==> config.mk <==
export PLATFORM = sky130hd
export DESIGN_NAME = tapcal_top
export DESIGN_NICKNAME = d
export VERILOG_FILES = /design/src/rtl/tapcal_pkg.sv /design/src/rtl/tapcal_table.sv /design/src/rtl/tapcal_settle.sv /design/src/rtl/tapcal_ctrl.sv /design/src/rtl/tapcal_top.sv
export SDC_FILE = /design/constraint.sdc
export NUM_CORES = 1
export LEC_CHECK = 0
export ABC_AREA = 1
export CAP_MARGIN = 20
export CORE_ASPECT_RATIO = 1.75
export CORE_MARGIN = 2
export CORE_UTILIZATION = 35
export CTS_BUF_LIST = sky130_fd_sc_hd__clkbuf_16
export DETAILED_ROUTE_END_ITERATION = 7
export PLACE_DENSITY = 0.78
export SYNTH_ARGS = -nofsm -noshare
export SYNTH_HDL_FRONTEND = slang
export SYNTH_SLANG_ARGS = --single-unit
==> constraint.sdc <==
create_clock -name clk -period 1.7 [get_ports clk]
set_input_delay 0.425 -clock clk [delete_from_list [all_inputs] [get_ports clk]]
set_output_delay 0.425 -clock clk [all_outputs]
set_load 0.03 [all_outputs]
==> src/rtl/tapcal_pkg.sv <==
package tapcal_pkg;
    localparam int NUM_TAPS = 11;
    localparam int IDX_W    = 4;
    localparam int TAP_W    = 8;
    localparam int HW_W     = 16;
    localparam int LINE_W   = 64;
    localparam int CHK_HW   = 2;                 // halfword slot of byte address 4
    localparam logic [IDX_W-1:0] LAST_IDX = IDX_W'(NUM_TAPS - 1);

    typedef enum logic [2:0] {
        ST_IDLE, ST_SETTLE, ST_WRITE, ST_READ, ST_DONE
    } st_e;

    function automatic logic [HW_W-1:0] pattern_word(input logic [1:0] k);
        return 16'h00A5 + 16'h0011 * HW_W'(k);
    endfunction
endpackage

==> src/rtl/tapcal_table.sv <==
module tapcal_table
    import tapcal_pkg::*;
(
    input  logic [IDX_W-1:0] idx,
    output logic [TAP_W-1:0] code
);
    always_comb begin
        unique case (idx)
            4'd0:    code = 8'h40;
            4'd1:    code = 8'h41;
            4'd2:    code = 8'h10;
            4'd3:    code = 8'h12;
            4'd4:    code = 8'h13;
            4'd5:    code = 8'h15;
            4'd6:    code = 8'h1A;
            4'd7:    code = 8'h1C;
            4'd8:    code = 8'h1F;
            4'd9:    code = 8'h2F;
            4'd10:   code = 8'h3F;
            default: code = 8'h00;
        endcase
    end
endmodule

==> src/rtl/tapcal_settle.sv <==
module tapcal_settle #(
    parameter int SETTLE_W = 8
) (
    input  logic                clk,
    input  logic                rst_n,
    input  logic                load,
    input  logic [SETTLE_W-1:0] load_val,
    output logic                expired
);
    logic [SETTLE_W-1:0] cnt_q, cnt_d;

    always_comb begin
        cnt_d = cnt_q;
        if (load)
            cnt_d = load_val;
        else if (cnt_q != '0)
            cnt_d = cnt_q - 1'b1;
    end

    always_ff @(posedge clk or negedge rst_n) begin
        if (!rst_n) cnt_q <= '0;
        else        cnt_q <= cnt_d;
    end

    assign expired = (cnt_q == '0);

    // a freshly loaded nonzero count is not expired on the next cycle
    a_r7_load_holds: assert property (@(posedge clk) disable iff (!rst_n)
        (load && load_val != '0) |=> !expired);
endmodule

==> src/rtl/tapcal_ctrl.sv <==
module tapcal_ctrl
    import tapcal_pkg::*;
#(
    parameter int SETTLE_W = 8,
    parameter int ADDR_W   = 4
) (
    input  logic                clk,
    input  logic                rst_n,
    input  logic                start,
    input  logic [SETTLE_W-1:0] settle_cycles,
    input  logic                settle_expired,
    input  logic                mem_ack,
    input  logic [LINE_W-1:0]   mem_rdata,
    output logic                settle_load,
    output logic                mem_req,
    output logic                mem_we,
    output logic [ADDR_W-1:0]   mem_addr,
    output logic [HW_W-1:0]     mem_wdata,
    output logic [IDX_W-1:0]    cur_idx,
    output logic                tap_drive,
    output logic                half_mode,
    output logic                done,
    output logic                fail
);
    typedef struct packed {
        st_e              st;
        logic             down;
        logic [IDX_W-1:0] idx;
        logic [IDX_W-1:0] left;
        logic [1:0]       widx;
        logic             drive;
        logic             done;
        logic             fail;
    } regs_t;

    regs_t          cur_q, nxt_d;
    logic           load_d;
    logic           pass_w;
    logic [IDX_W:0] mid_sum;

    always_comb begin
        nxt_d   = cur_q;
        load_d  = 1'b0;
        pass_w  = (mem_rdata[CHK_HW*HW_W +: HW_W] == pattern_word(2'(CHK_HW)));
        mid_sum = {1'b0, cur_q.left} + {1'b0, cur_q.idx};
        unique case (cur_q.st)
            ST_IDLE, ST_DONE: begin
                if (start) begin
                    nxt_d.st    = ST_SETTLE;
                    nxt_d.idx   = '0;
                    nxt_d.down  = 1'b0;
                    nxt_d.drive = 1'b1;
                    nxt_d.done  = 1'b0;
                    nxt_d.fail  = 1'b0;
                    load_d      = 1'b1;
                end
            end
            ST_SETTLE: begin
                if (settle_expired) begin
                    nxt_d.st   = ST_WRITE;
                    nxt_d.widx = '0;
                end
            end
            ST_WRITE: begin
                if (mem_ack) begin
                    if (cur_q.widx == 2'd3) nxt_d.st = ST_READ;
                    else                    nxt_d.widx = cur_q.widx + 1'b1;
                end
            end
            ST_READ: begin
                if (mem_ack) begin
                    if (!cur_q.down) begin
                        if (pass_w) begin
                            nxt_d.left = cur_q.idx;
                            nxt_d.idx  = LAST_IDX;
                            nxt_d.down = 1'b1;
                            nxt_d.st   = ST_SETTLE;
                            load_d     = 1'b1;
                        end else if (cur_q.idx == LAST_IDX) begin
                            nxt_d.fail  = 1'b1;
                            nxt_d.done  = 1'b1;
                            nxt_d.drive = 1'b0;
                            nxt_d.st    = ST_DONE;
                        end else begin
                            nxt_d.idx = cur_q.idx + 1'b1;
                            nxt_d.st  = ST_SETTLE;
                            load_d    = 1'b1;
                        end
                    end else if (pass_w || cur_q.idx == cur_q.left) begin
                        nxt_d.idx  = mid_sum[IDX_W:1];
                        nxt_d.done = 1'b1;
                        nxt_d.st   = ST_DONE;
                    end else begin
                        nxt_d.idx = cur_q.idx - 1'b1;
                        nxt_d.st  = ST_SETTLE;
                        load_d    = 1'b1;
                    end
                end
            end
            default: nxt_d.st = ST_IDLE;
        endcase
    end

    always_ff @(posedge clk or negedge rst_n) begin
        if (!rst_n) cur_q <= '0;
        else        cur_q <= nxt_d;
    end

    assign settle_load = load_d;
    assign mem_req     = (cur_q.st == ST_WRITE) || (cur_q.st == ST_READ);
    assign mem_we      = (cur_q.st == ST_WRITE);
    assign mem_addr    = (cur_q.st == ST_WRITE) ? ADDR_W'({cur_q.widx, 1'b0}) : '0;
    assign mem_wdata   = (cur_q.st == ST_WRITE) ? pattern_word(cur_q.widx) : '0;
    assign cur_idx     = cur_q.idx;
    assign tap_drive   = cur_q.drive;
    assign half_mode   = (cur_q.st != ST_IDLE) && (cur_q.st != ST_DONE);
    assign done        = cur_q.done;
    assign fail        = cur_q.fail;

    // cycles spent in the settle state, used only by the check below
    logic [SETTLE_W:0] dwell_q;
    always_ff @(posedge clk or negedge rst_n) begin
        if (!rst_n)                    dwell_q <= '0;
        else if (cur_q.st == ST_SETTLE) dwell_q <= dwell_q + 1'b1;
        else                           dwell_q <= '0;
    end

    // leaving settle happens after exactly settle_cycles+1 cycles
    a_r7_settle_len: assert property (@(posedge clk) disable iff (!rst_n)
        (cur_q.st == ST_SETTLE && nxt_d.st == ST_WRITE) |-> dwell_q == {1'b0, settle_cycles});
    // an unacknowledged request holds all its fields
    a_r8_req_hold: assert property (@(posedge clk) disable iff (!rst_n)
        (mem_req && !mem_ack) |=> (mem_req && $stable(mem_addr) && $stable(mem_we) && $stable(mem_wdata)));
    // a failed search never drives a candidate
    a_r9_fail_idle_tap: assert property (@(posedge clk) disable iff (!rst_n)
        fail |-> (!tap_drive && done));
    // no traffic and no narrow mode once finished
    a_r11_done_quiet: assert property (@(posedge clk) disable iff (!rst_n)
        done |-> (!mem_req && !half_mode));
    // the downward scan stays at or above the left edge
    a_r12_floor: assert property (@(posedge clk) disable iff (!rst_n)
        (half_mode && cur_q.down) |-> (cur_q.idx >= cur_q.left));
    // the index never leaves the table
    a_r1_idx_range: assert property (@(posedge clk) disable iff (!rst_n)
        cur_idx <= LAST_IDX);
    // a start during a search leaves done low
    a_r10_busy_start: assert property (@(posedge clk) disable iff (!rst_n)
        (half_mode && start && !(cur_q.st == ST_READ && mem_ack)) |=> half_mode);
endmodule

==> src/rtl/tapcal_top.sv <==
module tapcal_top
    import tapcal_pkg::*;
#(
    parameter int SETTLE_W = 8,
    parameter int ADDR_W   = 4,
    parameter int LANES    = 4
) (
    input  logic                   clk,
    input  logic                   rst_n,
    input  logic                   start,
    input  logic [SETTLE_W-1:0]    settle_cycles,
    output logic                   mem_req,
    output logic                   mem_we,
    output logic [ADDR_W-1:0]      mem_addr,
    output logic [HW_W-1:0]        mem_wdata,
    input  logic                   mem_ack,
    input  logic [LINE_W-1:0]      mem_rdata,
    output logic [TAP_W*LANES-1:0] tap_lanes,
    output logic                   half_mode,
    output logic                   done,
    output logic                   fail
);
    logic [IDX_W-1:0] cur_idx;
    logic [TAP_W-1:0] code;
    logic             tap_drive, settle_load, settle_expired;

    tapcal_ctrl #(.SETTLE_W(SETTLE_W), .ADDR_W(ADDR_W)) u_ctrl (
        .clk(clk), .rst_n(rst_n), .start(start), .settle_cycles(settle_cycles),
        .settle_expired(settle_expired), .mem_ack(mem_ack), .mem_rdata(mem_rdata),
        .settle_load(settle_load), .mem_req(mem_req), .mem_we(mem_we),
        .mem_addr(mem_addr), .mem_wdata(mem_wdata), .cur_idx(cur_idx),
        .tap_drive(tap_drive), .half_mode(half_mode), .done(done), .fail(fail)
    );

    tapcal_settle #(.SETTLE_W(SETTLE_W)) u_settle (
        .clk(clk), .rst_n(rst_n), .load(settle_load), .load_val(settle_cycles),
        .expired(settle_expired)
    );

    tapcal_table u_table (.idx(cur_idx), .code(code));

    for (genvar g = 0; g < LANES; g++) begin : g_lane
        assign tap_lanes[g*TAP_W +: TAP_W] = tap_drive ? code : '0;
    end
endmodule

==> impl_metrics.py <==
metrics = {
    "critical_path": {
        "r2r_start": "u_ctrl.cur_idx[0]$_DFFE_PN0P_",
        "reg2reg_to": "u_ctrl.cur_idx[1]$_DFFE_PN0P_",
        "rrSetupSlack_ns": -0.25,
        "crit_slowest_cell": "dfrtp_2",
        "crit_chain": "buf_6 -> inv_6 -> buf_4 -> ha_4 -> o21ai_4 -> a21oi_4 -> buf_6",
        "crit_fanout": 4,
        "slowest_delay_ns": 0.45,
        "startpoint_type": "flip-flop",
        "cp-end-kind": "output pin",
        "required_ns": 1.27,
        "crit_arrival_ns": 1.60,
        "criticalPathCategory": "flip-flop to output pin",
        "crit_top_cell": "buf_6",
        "worst-r2r-cell-count": 10,
    },
    "route": {
        "first_pass_iters": 4,
        "ant_nets": 0,
        "wl_per_cell_um": 12.5,
        "drc": 0,
        "drt_wl_total_mm": 6.22,
        "drtIter0Drc": 76,
        "via_per_inst": 4.73,
        "vias": 2344,
    },
    "placement": {
        "place_ws_ns": -0.293,
        "gp_congestion": 0.878,
        "dp_hpwl_mm": 4.40,
        "dp.cells": 467,
        "io_buffers": 70,
    },
    "floorplan": {
        "start_util_pct": 36.4,
        "die_area_um2": 7170,
        "ios": 133,
        "coreArea_um2": 6230,
        "die_y_um": 111,
        "num_rows": 38,
        "die_w_um": 64.9,
    },
    "power": {
        "p_sw_uw": 2360,
        "power_frac_seq_pct": 19.8,
        "combPwrFrac_pct": 69.8,
        "p_sw_share_pct": 47.0,
        "p_leak_uw": 0.00183,
        "powerDensity_nw_per_um2": 1330,
        "ir_drop_uv": 1000,
        "p_int_uw": 2650,
        "pwr-share-clk_pct": 10.5,
    },
    "global_routing": {
        "gr-usage-met1_pct": 17.0,
        "grt_pass1_wl_mm": 10.1,
        "gr-total-overflow": 0,
        "grt_pass1_vias": 2364,
        "grt_antenna_before_repair": 0,
        "grtUsageMet3_pct": 1.32,
        "grt-busiest-layer": "met2",
        "grt_max_degree": 26,
        "grt_use_met2_pct": 33.7,
        "grt.total_usage_pct": 17.2,
    },
    "outcome": {
        "violations": "setup timing",
        "status": "finished with violations",
    },
    "synth": {
        "synthCells": 314,
        "synth_xor_area_share_pct": 3.86,
        "synth_compound_gate_area_share_pct": 9.87,
        "synth-seq-cells": 25,
        "syn_area_um2": 2270,
        "synth-simple-area-share_pct": 30.3,
        "synth_adder_area_share_pct": 6.95,
        "synth_cell_types": 35,
        "synth_top_family_by_area": "simple AND/OR/NAND/NOR gates",
        "synth-seq-area-share_pct": 27.6,
        "syn_avg_cell_area_um2": 7.22,
        "synth_top_cell_area_share_pct": 27.6,
        "yosysTopAreaCell": "dfrtp_1",
        "synth_warnings": 0,
        "yosys-top-cells-area": "dfrtp_1 28%, buf_4 13%, nand2_1 12%, inv_1 6.1%, ha_1 6.1%",
        "synthMuxAreaShare_pct": 0,
    },
    "layout": {
        "layout.cells.non_filler": 496,
        "nNetsFinal": 505,
        "fillCellCount": 503,
        "post-route-util_pct": 60.3,
        "synthToLayoutAreaGrowth_pct": 65.5,
        "diodes": 0,
        "drive_gt1_share_pct": 45.4,
    },
    "min_path": {
        "hold_depth": 2,
        "holdCritStartpoint": "u_ctrl.cur_q[8]$_DFFE_PN0P_",
        "hold_end": "u_ctrl.cur_q[8]$_DFFE_PN0P_",
        "hold_class": "flip-flop to flip-flop",
    },
    "clock_network": {
        "cts.path.max_buffers": 2,
        "htree_levels": 1,
        "clock_sinks": 25,
        "tritoncts": "built",
        "clk_latency_ns": 0.26,
        "clk_pin_slew_ns": 0.07,
        "cts_inserted_buffers": 3,
        "root_buffer": "clkbuf_16",
    },
    "sta": {
        "clock-skew-final_ns": 0.00544,
        "grt_setup_unrepaired": "true",
        "setup_viol": 44,
        "holdWs_ns": 0.492,
        "min_period_over_period_pct": 119,
        "period_needed_ns": 2.03,
        "finalHoldViolations": 0,
        "slew_violations": 0,
        "fin_ws_ns": -0.328,
        "tns_ns": -8.87,
        "fmax_ghz": 0.493,
    },
    "flow_run": {
        "maxCapViolations": 0,
    },
}
[state kept, by name, indices dropped and copies added (netlist names)]
register	count
u_settle.cnt_q	8
u_ctrl.cur_idx	4
u_ctrl.cur_q	10
u_ctrl.fail	1
u_ctrl.done	1
u_ctrl.tap_drive	1
[per-layer routing]
layer  routed length, um  up-vias  share of wire, %
li1                    -     1145                 -
met1                2100     1089                34
met2                3640       94                59
met3                 277       16               4.5
met4                 197        0               3.2
met5                   0        -                 0
[logic make-up after synthesis]
| logic type | after synthesis |
|---|---|
| adders and majority gates | 12 |
| xor gates and xnor gates | 10 |
| and+or+nand+nor | 145 |
| DFF | 25 |
| buffers and inverters | 85 |
| other | 1 |
| AOI/OAI and AO/OA | 36 |
[worst max-delay path by stage]
stage | startpoint | endpoint | slack [ns] | cells past startpoint
2_1_floorplan | u_ctrl.cur_idx[0]$_DFFE_PN0P_ | tap_lanes[13] | -0.24 | 5
3_3_place_gp | mem_rdata[34] | u_settle.cnt_q[1]$_DFFE_PN0P_ | -0.28 | 12
3_5_place_dp | mem_rdata[34] | u_settle.cnt_q[1]$_DFFE_PN0P_ | -0.29 | 12
4_1_cts | u_ctrl.cur_idx[0]$_DFFE_PN0P_ | tap_lanes[21] | -0.33 | 6
5_1_grt | u_ctrl.cur_idx[0]$_DFFE_PN0P_ | tap_lanes[21] | -0.39 | 6
6_report | u_ctrl.cur_idx[0]$_DFFE_PN0P_ | tap_lanes[28] | -0.33 | 7
[cells in the mapped netlist (all sizes together)]
library cell / number
or2: 1
buf: 42
a21o: 1
o21ai: 19
nor3: 1
nand3: 20
xor2: 7
o22ai: 1
nor4: 1
ha: 11
fa: 1
o2111ai: 1
conb: 1
a21oi: 13
nand4: 5
o211ai: 1
inv: 42
nand2: 82
clkinv: 1
dfrtp: 25
nor2: 35
xnor2: 3
[worst max-delay path: cells and delay by family (launching register included)]
kind            cells  cell delay, ns
fa+ha+maj           1            0.15
compound gates      2            0.27
flops               1            0.45
buf+inv             4            0.47
[cell type report]
| class | count | area (um2) | area share, % |
|---|---|---|---|
| inverters | 43 | 179 | 4.77 |
| flip-flops and latches | 25 | 633 | 16.9 |
| clock inverters | 1 | 3.75 | 0.100 |
| multi-input cells | 219 | 1610 | 42.9 |
| clock buffers | 3 | 75.1 | 2.00 |
| repair buffers | 125 | 1150 | 30.7 |
| well taps | 80 | 100 | 2.67 |
[per-stage QoR]
step	cell area, um2	total power (uW)
floorplan	2490	2950
global placement	3080	3670
detailed placement	3080	3730
CTS	3450	4550
global route	3750	5400
finish	3750	5010
[layout by cell type (no fill, tap or decap), drive strengths merged]
cell type      instances
clkinv                 1
nor2                  35
nand2                 83
nand4                  5
buf                   96
dfrtp                 25
conb                  14
dlygate4sd2            2
a21o                   1
xnor2                  3
o21ai                 19
a21oi                 13
fa                     1
xor2                   7
o2111ai                1
nor4                   1
nor3                   1
clkbuf                 3
inv                   43
ha                    11
or2                    1
nand3                 21
o22ai                  1
o211ai                 1
clkdlybuf4s50         27
[power by group through the flow]
| stage | sequential (uW) | clock [uW] | combinational [uW] |
|---|---|---|---|
| after floorplan | 990 | 0 | 1960 |
| after global placement | 990 | 0 | 2680 |
| after detailed placement | 1000 | 0 | 2730 |
| after CTS | 981 | 541 | 3030 |
| after global routing | 1010 | 572 | 3820 |
| final | 990 | 525 | 3490 |
[repair_timing]
action / in CTS / in global routing
hold buffers: 0 / 0
resized for setup: 60 / 43
cloned: 1 / 1
pin swaps: 7 / 16
endpoints found under the setup margin: 54 / 52
setup buffers: 10 / 13
Power figures use the tool's default switching activity.
